[src/rtl/cmp_roll_timer.sv]
module cmp_roll_timer #(
  parameter int CNT_W = 32,
  parameter int PRE_W = 32,
  parameter int AW    = 4,
  parameter int DW    = 32
) (
  input  logic          clk,
  input  logic          rst_n,
  input  logic          bus_we,
  input  logic [AW-1:0] bus_addr,
  input  logic [DW-1:0] bus_wdata,
  output logic [DW-1:0] bus_rdata,
  output logic          irq
);
  localparam logic [AW-1:0] A_CTRL = AW'(0);
  localparam logic [AW-1:0] A_PRE  = AW'(1);
  localparam logic [AW-1:0] A_STS  = AW'(2);
  localparam logic [AW-1:0] A_IE   = AW'(3);
  localparam logic [AW-1:0] A_CMP  = AW'(4);
  localparam logic [AW-1:0] A_CNT  = AW'(9);
  localparam int B_CMP  = 0;
  localparam int B_ROLL = 5;

  logic             en_q;
  logic [PRE_W-1:0] pre_q, div_q;
  logic [CNT_W-1:0] cnt_q, cmp_q;
  logic             sts_cmp, sts_roll, ie_cmp, ie_roll;

  logic tick, hit_cmp, hit_roll, wr_ctrl, wr_pre, wr_sts, wr_ie, wr_cmp;
  logic [CNT_W-1:0] cnt_nxt;

  assign wr_ctrl = bus_we && bus_addr == A_CTRL;
  assign wr_pre  = bus_we && bus_addr == A_PRE;
  assign wr_sts  = bus_we && bus_addr == A_STS;
  assign wr_ie   = bus_we && bus_addr == A_IE;
  assign wr_cmp  = bus_we && bus_addr == A_CMP && en_q;

  assign tick     = en_q && (div_q >= pre_q);
  assign cnt_nxt  = cnt_q + 1'b1;
  assign hit_cmp  = tick && cnt_nxt == cmp_q;
  assign hit_roll = tick && &cnt_q;

  always_ff @(posedge clk or negedge rst_n) begin
    if (!rst_n) begin
      en_q  <= 1'b0;
      pre_q <= '0;
      div_q <= '0;
      cnt_q <= '0;
      cmp_q <= '0;
      ie_cmp  <= 1'b0;
      ie_roll <= 1'b0;
      sts_cmp  <= 1'b0;
      sts_roll <= 1'b0;
    end else begin
      if (wr_ctrl) en_q <= bus_wdata[0];
      if (wr_pre)  pre_q <= bus_wdata[PRE_W-1:0];
      if (wr_cmp)  cmp_q <= bus_wdata[CNT_W-1:0];
      if (wr_ie) begin
        ie_cmp  <= bus_wdata[B_CMP];
        ie_roll <= bus_wdata[B_ROLL];
      end
      if (!en_q)     div_q <= '0;
      else if (tick) div_q <= '0;
      else           div_q <= div_q + 1'b1;
      if (tick) cnt_q <= cnt_nxt;
      sts_cmp  <= hit_cmp  | (sts_cmp  & ~(wr_sts & bus_wdata[B_CMP]));
      sts_roll <= hit_roll | (sts_roll & ~(wr_sts & bus_wdata[B_ROLL]));
    end
  end

  always_comb begin
    bus_rdata = '0;
    case (bus_addr)
      A_CTRL: bus_rdata[0] = en_q;
      A_PRE:  bus_rdata[PRE_W-1:0] = pre_q;
      A_STS:  begin bus_rdata[B_CMP] = sts_cmp; bus_rdata[B_ROLL] = sts_roll; end
      A_IE:   begin bus_rdata[B_CMP] = ie_cmp;  bus_rdata[B_ROLL] = ie_roll;  end
      A_CMP:  bus_rdata[CNT_W-1:0] = cmp_q;
      A_CNT:  bus_rdata[CNT_W-1:0] = cnt_q;
      default: bus_rdata = '0;
    endcase
  end

  assign irq = en_q & ((sts_cmp & ie_cmp) | (sts_roll & ie_roll));
endmodule


[config.mk]
export PLATFORM = sky130hd
export DESIGN_NAME = cmp_roll_timer
export DESIGN_NICKNAME = d
export VERILOG_FILES = /design/src/rtl/cmp_roll_timer.sv
export SDC_FILE = /design/constraint.sdc
export NUM_CORES = 1
export LEC_CHECK = 0
export BUFFER_PORTS_ARGS = -buffer_cell sky130_fd_sc_hd__buf_2
export CORE_MARGIN = 2
export CORE_UTILIZATION = 30
export CTS_CLUSTER_DIAMETER = 100
export CTS_CLUSTER_SIZE = 28
export DETAILED_ROUTE_END_ITERATION = 6
export GPL_ROUTABILITY_DRIVEN = 0
export HOLD_SLACK_MARGIN = 0.15
export PLACE_DENSITY = 0.43
export SYNTH_ARGS = -nofsm -noshare
export SYNTH_HDL_FRONTEND = slang
export SYNTH_SLANG_ARGS = --single-unit
export TNS_END_PERCENT = 5
[constraint.sdc]
create_clock -name clk -period 3.5 [get_ports clk]
set_input_delay 0.35 -clock clk [delete_from_list [all_inputs] [get_ports clk]]
set_output_delay 0.35 -clock clk [all_outputs]
set_load 0.05 [all_outputs]
==> results of run 1 <==
-- cell families (layout without fill, tap and decap cells) --
kind of cell	Yosys count	in the layout	synth area share (%)
mux	73	73	9.93
fa+ha+maj	34	34	5.19
flops	133	133	40.6
buf+inv	120	186	6.42
compound gates	125	125	11.4
simple gates	227	227	15.5
xor+xnor	102	102	10.9
-- registers in the layout, summed over array words and instances (netlist names), 32 cells and up --
signal	flops
cmp_q	32
cnt_q	32
div_q	32
pre_q	32
-- placed cells by master, fill, tap and decap left out, types with 7 or more instances in the layout --
master	synthesis	routed
a211oi_1	10	10
a21boi_0	8	8
a21o_1	9	9
a21oi_1	25	25
a222oi_1	30	30
and3_1	15	14
and4_1	7	7
buf_2	8	70
buf_4	5	13
clkbuf_16	0	17
dfrtp_1	133	133
ha_1	34	34
inv_1	69	69
mux2_2	66	66
mux2i_1	7	7
nand2_1	37	37
nand3_1	30	30
nand4_1	18	18
nor2_1	57	57
nor3_1	9	9
nor4_1	9	9
o21ai_0	16	15
xnor2_1	45	45
xor2_1	57	57
-- worst min path at each step --
stage / end / slack (ns)
detailed placement: div_q[4] / 0.41
floorplan: cmp_q[0] / 0.05
finish: pre_q[9] / 0.18
global placement: div_q[4] / 0.42
CTS: cmp_q[9] / 0.16
global route: pre_q[23] / 0.17
-- worst max-delay path, stage by stage, from the launching register on --
cell and delay (ns):
dfrtp_1 0.50, ha_1 0.34, and4_1 0.40, nand4_4 0.21
or4_1 0.54, a22oi_1 0.17, o2111ai_1 0.15, or4_1 0.58
o31ai_2 0.19
-- final cells by class --
| type | instances | area (µm²) |
|---|---|---|
| fill | 2746 | 17400 |
| tap | 341 | 427 |
| timing repair buffer | 86 | 489 |
| inverter | 69 | 259 |
| clock inverter | 14 | 178 |
| sequential | 133 | 3330 |
| clock buffer | 17 | 425 |
| multi-input combinational | 561 | 4380 |
-- through the flow --
stage                     cells  hold WS (ns)
after floorplan             814        0.0544
after global placement     1189         0.423
after detailed placement   1189         0.406
after CTS                  1221         0.157
after global routing       1221         0.165
final                      1221         0.177
-- layer usage --
metal	global-route usage, %	up-vias	share of wire (%)
met5	0	-	0.088
met3	2.94	22	3.1
met2	27.1	106	46
li1	-	3034	-
met4	4.68	4	1.5
met1	24.3	3147	49
-- repair_timing --
action | in CTS | in global routing
hold buffers | 1 | 0
hold endpoints to repair | 67 | 0
gates resized for setup | 0 | 0
-- where the power goes --
part | leakage (nW) | total (mW) | switching [mW] | internal (mW)
Sequential | 1.74 | 2.07 | 0.296 | 1.77
Clock | 0.299 | 1.87 | 0.739 | 1.13
Combinational | 2.55 | 1.01 | 0.541 | 0.464
Total | 4.59 | 4.94 | 1.58 | 3.36
==> flow_metrics.tcl, run 1 <==
set metrics [dict create \
    period_share_pct 90.6 \
    hold_start "bus_wdata[9]" \
    core-area_mm2 0.0269 \
    syn_area_mm2 0.00819 \
    synthArstFlopShare_pct 100 \
    die_h_um 169 \
    grt_antenna_before_repair 2 \
    crit_required_ns 3.83 \
    synth-seq-cells 133 \
    yosysSeqAreaShare_pct 40.6 \
    p_leak_nw 4.59 \
    gr-usage-all-layers_pct 17.2 \
    total_power_mw 4.94 \
    insertion_delay_ns 0.42 \
    worst-r2r-cell-count 8 \
    synth_most_common_cell "dfrtp_1" \
    final_core_util_pct 35.3 \
    drv_slew 0 \
    arrival_ns 3.50 \
    syn_avg_cell_area_um2 10.1 \
    cts_buffers 17 \
    violations "design-rule violations" \
    fp-row-count 60 \
    synth_common_cells "dfrtp_1, inv_1, mux2_2" \
    drive_gt1_share_pct 23.4 \
    finalHoldViolCount 0 \
    clock_sinks 133 \
    worst_setup_path_end_kind "flip-flop" \
    synthFlopType "dfrtp_1" \
    maxCapViolCount 0 \
    peakVddDrop_mv 0.261 \
    regToRegSetupSlack_ns 0.33 \
    post_drt_wl_per_cell_um 19.5 \
    synth_edf_count 0 \
    dpl_cell_area_mm2 0.00887 \
    syn_to_final_growth_pct 15.8 \
    hp-class "primary input to flip-flop" \
    cp_max_fo 8 \
    relSlewSlack_pct 38.9 \
    cts_tree "done" \
    path_clk_slew_ns 0.06 \
    pin_count 72 \
    fp.dieW_um 169 \
    grt_overflow 0 \
    cts_max_path_buffers 2 \
    syn_inst 814 \
    grt_first_pass_wirelength_um 37600 \
    nNetsFinal 941 \
    p_per_area_mw_per_mm2 521 \
    die_area_mm2 0.0286 \
    grt_pass1_vias 6469 \
    cts-root-buf "clkbuf_16" \
    diodes 0 \
    critical_path.endpoint "sts_cmp" \
    yosys.area.top_type "dfrtp_1" \
    rsz0062_at_grt "false" \
    routed_wl_um 23800 \
    crit_type "flip-flop to flip-flop" \
    synth_warnings 0 \
    firstDrtPassIters 7 \
    grt_max_degree 69 \
    start_util_pct 30.5 \
    min_period_ns 3.17 \
    r2r_end "sts_cmp" \
    max_freq_mhz 315 \
    worstHoldPathCells 2 \
    tightestPinTransition_ns 0.916 \
    vias_per_cell 5.17 \
    fin_tns_setup_ns 0 \
    skew_ns 0.00869 \
    final_area_mm2 0.00949 \
    r2r_start "cnt_q[0]" \
    pre_cts_ws_ns 0.382 \
    htreeDepth 4 \
    startpoint "cnt_q[0]" \
    first_iter_violations 407 \
    startpoint_type "flip-flop" \
    setup_violations 0 \
    dr_total_vias 6313 \
    synth.area.top_cells "dfrtp_1, mux2_2, xor2_1" \
    numPortBuffers 71 \
    syn-num-nets 887 \
    synth_top_area_share_pct 40.6 \
    status "complete, but fails checks" \
    setup_ws_ns 0.329 \
    yosysUniqueCellTypes 66 \
    cts_setup_buffers 0 \
    drtAntennaViolNets 0 \
    place_hpwl_um 17600 \
    drc 6 \
]
Power figures use the tool's default switching activity.
==> inputs of run 2 (changes only) <==
--- a/config.mk
+++ b/config.mk
@@ -6,6 +6,8 @@
 export NUM_CORES = 1
 export LEC_CHECK = 0
 export BUFFER_PORTS_ARGS = -buffer_cell sky130_fd_sc_hd__buf_2
+export CELL_PAD_IN_SITES_DETAIL_PLACEMENT = 1
+export CELL_PAD_IN_SITES_GLOBAL_PLACEMENT = 1
 export CORE_MARGIN = 2
 export CORE_UTILIZATION = 30
 export CTS_CLUSTER_DIAMETER = 100
@@ -13,7 +15,8 @@
 export DETAILED_ROUTE_END_ITERATION = 6
 export GPL_ROUTABILITY_DRIVEN = 0
 export HOLD_SLACK_MARGIN = 0.15
-export PLACE_DENSITY = 0.43
+export PLACE_DENSITY = 0.52
+export SETUP_SLACK_MARGIN = 0.1
 export SYNTH_ARGS = -nofsm -noshare
 export SYNTH_HDL_FRONTEND = slang
 export SYNTH_SLANG_ARGS = --single-unit
==> flow_metrics.tcl, run 2 (synthesized netlist as in run 1, its figures left out) <==
set metrics [dict create \
    skew_ns 0.0118 \
    core-area_mm2 0.0269 \
    final_cell_mix "dfrtp_1, buf_2, inv_1" \
    grt_overflow 0 \
    insertion_delay_ns 0.44 \
    crit_cells 8 \
    rsz0062_at_grt "false" \
    die_h_um 169 \
    path_buf_inv 0 \
    first_iter_violations 402 \
    drv_slew 0 \
    worst_setup_path_end_kind "flip-flop" \
    cts_max_path_buffers 2 \
    syn_to_final_growth_pct 16.4 \
    die_area_mm2 0.0286 \
    drive_gt1_share_pct 23.9 \
    dpl_cell_area_mm2 0.00894 \
    grt_max_degree 75 \
    final_area_mm2 0.00953 \
    dr_total_vias 6442 \
    path_clk_slew_ns 0.06 \
    grt_pass1_vias 6947 \
    clock_sinks 133 \
    finalHoldViolCount 0 \
    worstHoldPathCells 2 \
    final_cells 1227 \
    cts-root-buf "clkbuf_16" \
    setup_violations 0 \
    drc 0 \
    fin_tns_setup_ns 0 \
    crit_chain "ha_1 -> and4_1 -> nand4_4 -> or4_4 -> xnor2_1 -> o221ai_1 -> or4_1 -> o31ai_2" \
    startpoint_type "flip-flop" \
    fp.dieW_um 169 \
    status "completed" \
    post_drt_wl_per_cell_um 21.1 \
    cp_max_fo 8 \
    hp-class "primary input to flip-flop" \
    pin_count 72 \
    critical-path-slowest-cell "or4_4" \
    final_common_cell "dfrtp_1" \
    place_hpwl_um 19000 \
    crit_type "flip-flop to flip-flop" \
    grt_first_pass_wirelength_um 41400 \
    vias_per_cell 5.25 \
    p_per_area_mw_per_mm2 519 \
    drtAntennaViolNets 0 \
    grt_antenna_before_repair 0 \
    p_leak_nw 4.61 \
    gr-usage-all-layers_pct 19.0 \
    nNetsFinal 946 \
    fp-row-count 60 \
    cp_top_family "simple AND/OR/NAND/NOR gates" \
    fillCellCount 3059 \
    cts_buffers 17 \
    htreeDepth 4 \
    period_share_pct 89.6 \
    crit_required_ns 3.84 \
    arrival_ns 3.48 \
    worst-r2r-cell-count 8 \
    start_util_pct 30.5 \
    tightestPinTransition_ns 0.627 \
    numPortBuffers 71 \
    cts_setup_buffers 0 \
    min_period_ns 3.13 \
    routed_wl_um 25900 \
    firstDrtPassIters 7 \
    diodes 0 \
    cts_tree "done" \
    relSlewSlack_pct 57.8 \
    slowest_delay_ns 0.59 \
    maxCapViolCount 0 \
    peakVddDrop_mv 0.315 \
    place_inst 1194 \
    max_freq_mhz 319 \
]
-- run 2: cell count changes in the layout (fill, tap and decap cells not counted), sizes merged --
cell      change
buf           +5
bufinv        -1
clkbuf        +3
clkinv        -2
clkinvlp      +3
inv           -2
-- run 2: stage by stage --
stage	utilization, %	worst slack [ns]	hold WS (ns)	power, mW
after floorplan	-	0.824	0.0544	2.73
after global placement	33.3	0.533	0.328	3.13
after detailed placement	33.3	0.447	0.330	3.15
after CTS	35.5	0.388	0.152	4.99
after global routing	35.5	0.190	0.158	5.21
final	35.5	0.365	0.160	4.95
-- run 2: final timing paths --
check | startpoint | to | slack (ns)
worst min register to register | div_q[0] | div_q[0] | 0.52
worst max-delay path | cnt_q[1] | sts_cmp | 0.37
worst min-delay path | bus_wdata[9] | cmp_q[9] | 0.16
max in group asynchronous | rst_n | pre_q[17] | 2.26
min in group asynchronous | rst_n | div_q[4] | 0.42
worst max register to register | cnt_q[1] | sts_cmp | 0.37
-- run 2: what timing repair did --
item	in CTS	in global routing
hold endpoints to repair	47	0
gates resized for setup	0	0
hold buffers	1	0
-- run 2: worst register-to-register path, cell delays in order (launching register included) --
cell	delay, ns
dfrtp_1	0.47
ha_1	0.31
and4_1	0.41
nand4_4	0.20
or4_4	0.59
xnor2_1	0.16
o221ai_1	0.14
or4_1	0.56
o31ai_2	0.21
-- run 2: layer usage --
layer | part of all wire, % | vias up | routed length, µm | GRT usage, %
met1 | 50 | 3279 | 12900 | 26.9
met3 | 2.6 | 23 | 678 | 2.94
met4 | 1.7 | 0 | 428 | 5.20
met5 | 0 | - | 0 | 0
li1 | - | 3031 | - | -
met2 | 46 | 109 | 11900 | 30.2
-- run 2: layout make-up --
class                           count  area [µm²]  share of cell area [%]
Clock buffer                       20         457                    4.79
Clock inverter                     12         129                    1.35
Inverter                           69         259                    2.72
Multi-Input combinational cell    561        4380                    46.0
Sequential cell                   133        3330                    34.9
Tap cell                          341         427                    4.48
Timing Repair Buffer               91         552                    5.79
-- run 2: power breakdown --
part           switching, mW  internal, mW
combinational          0.578         0.474
clock                  0.741          1.08
sequential             0.297          1.77
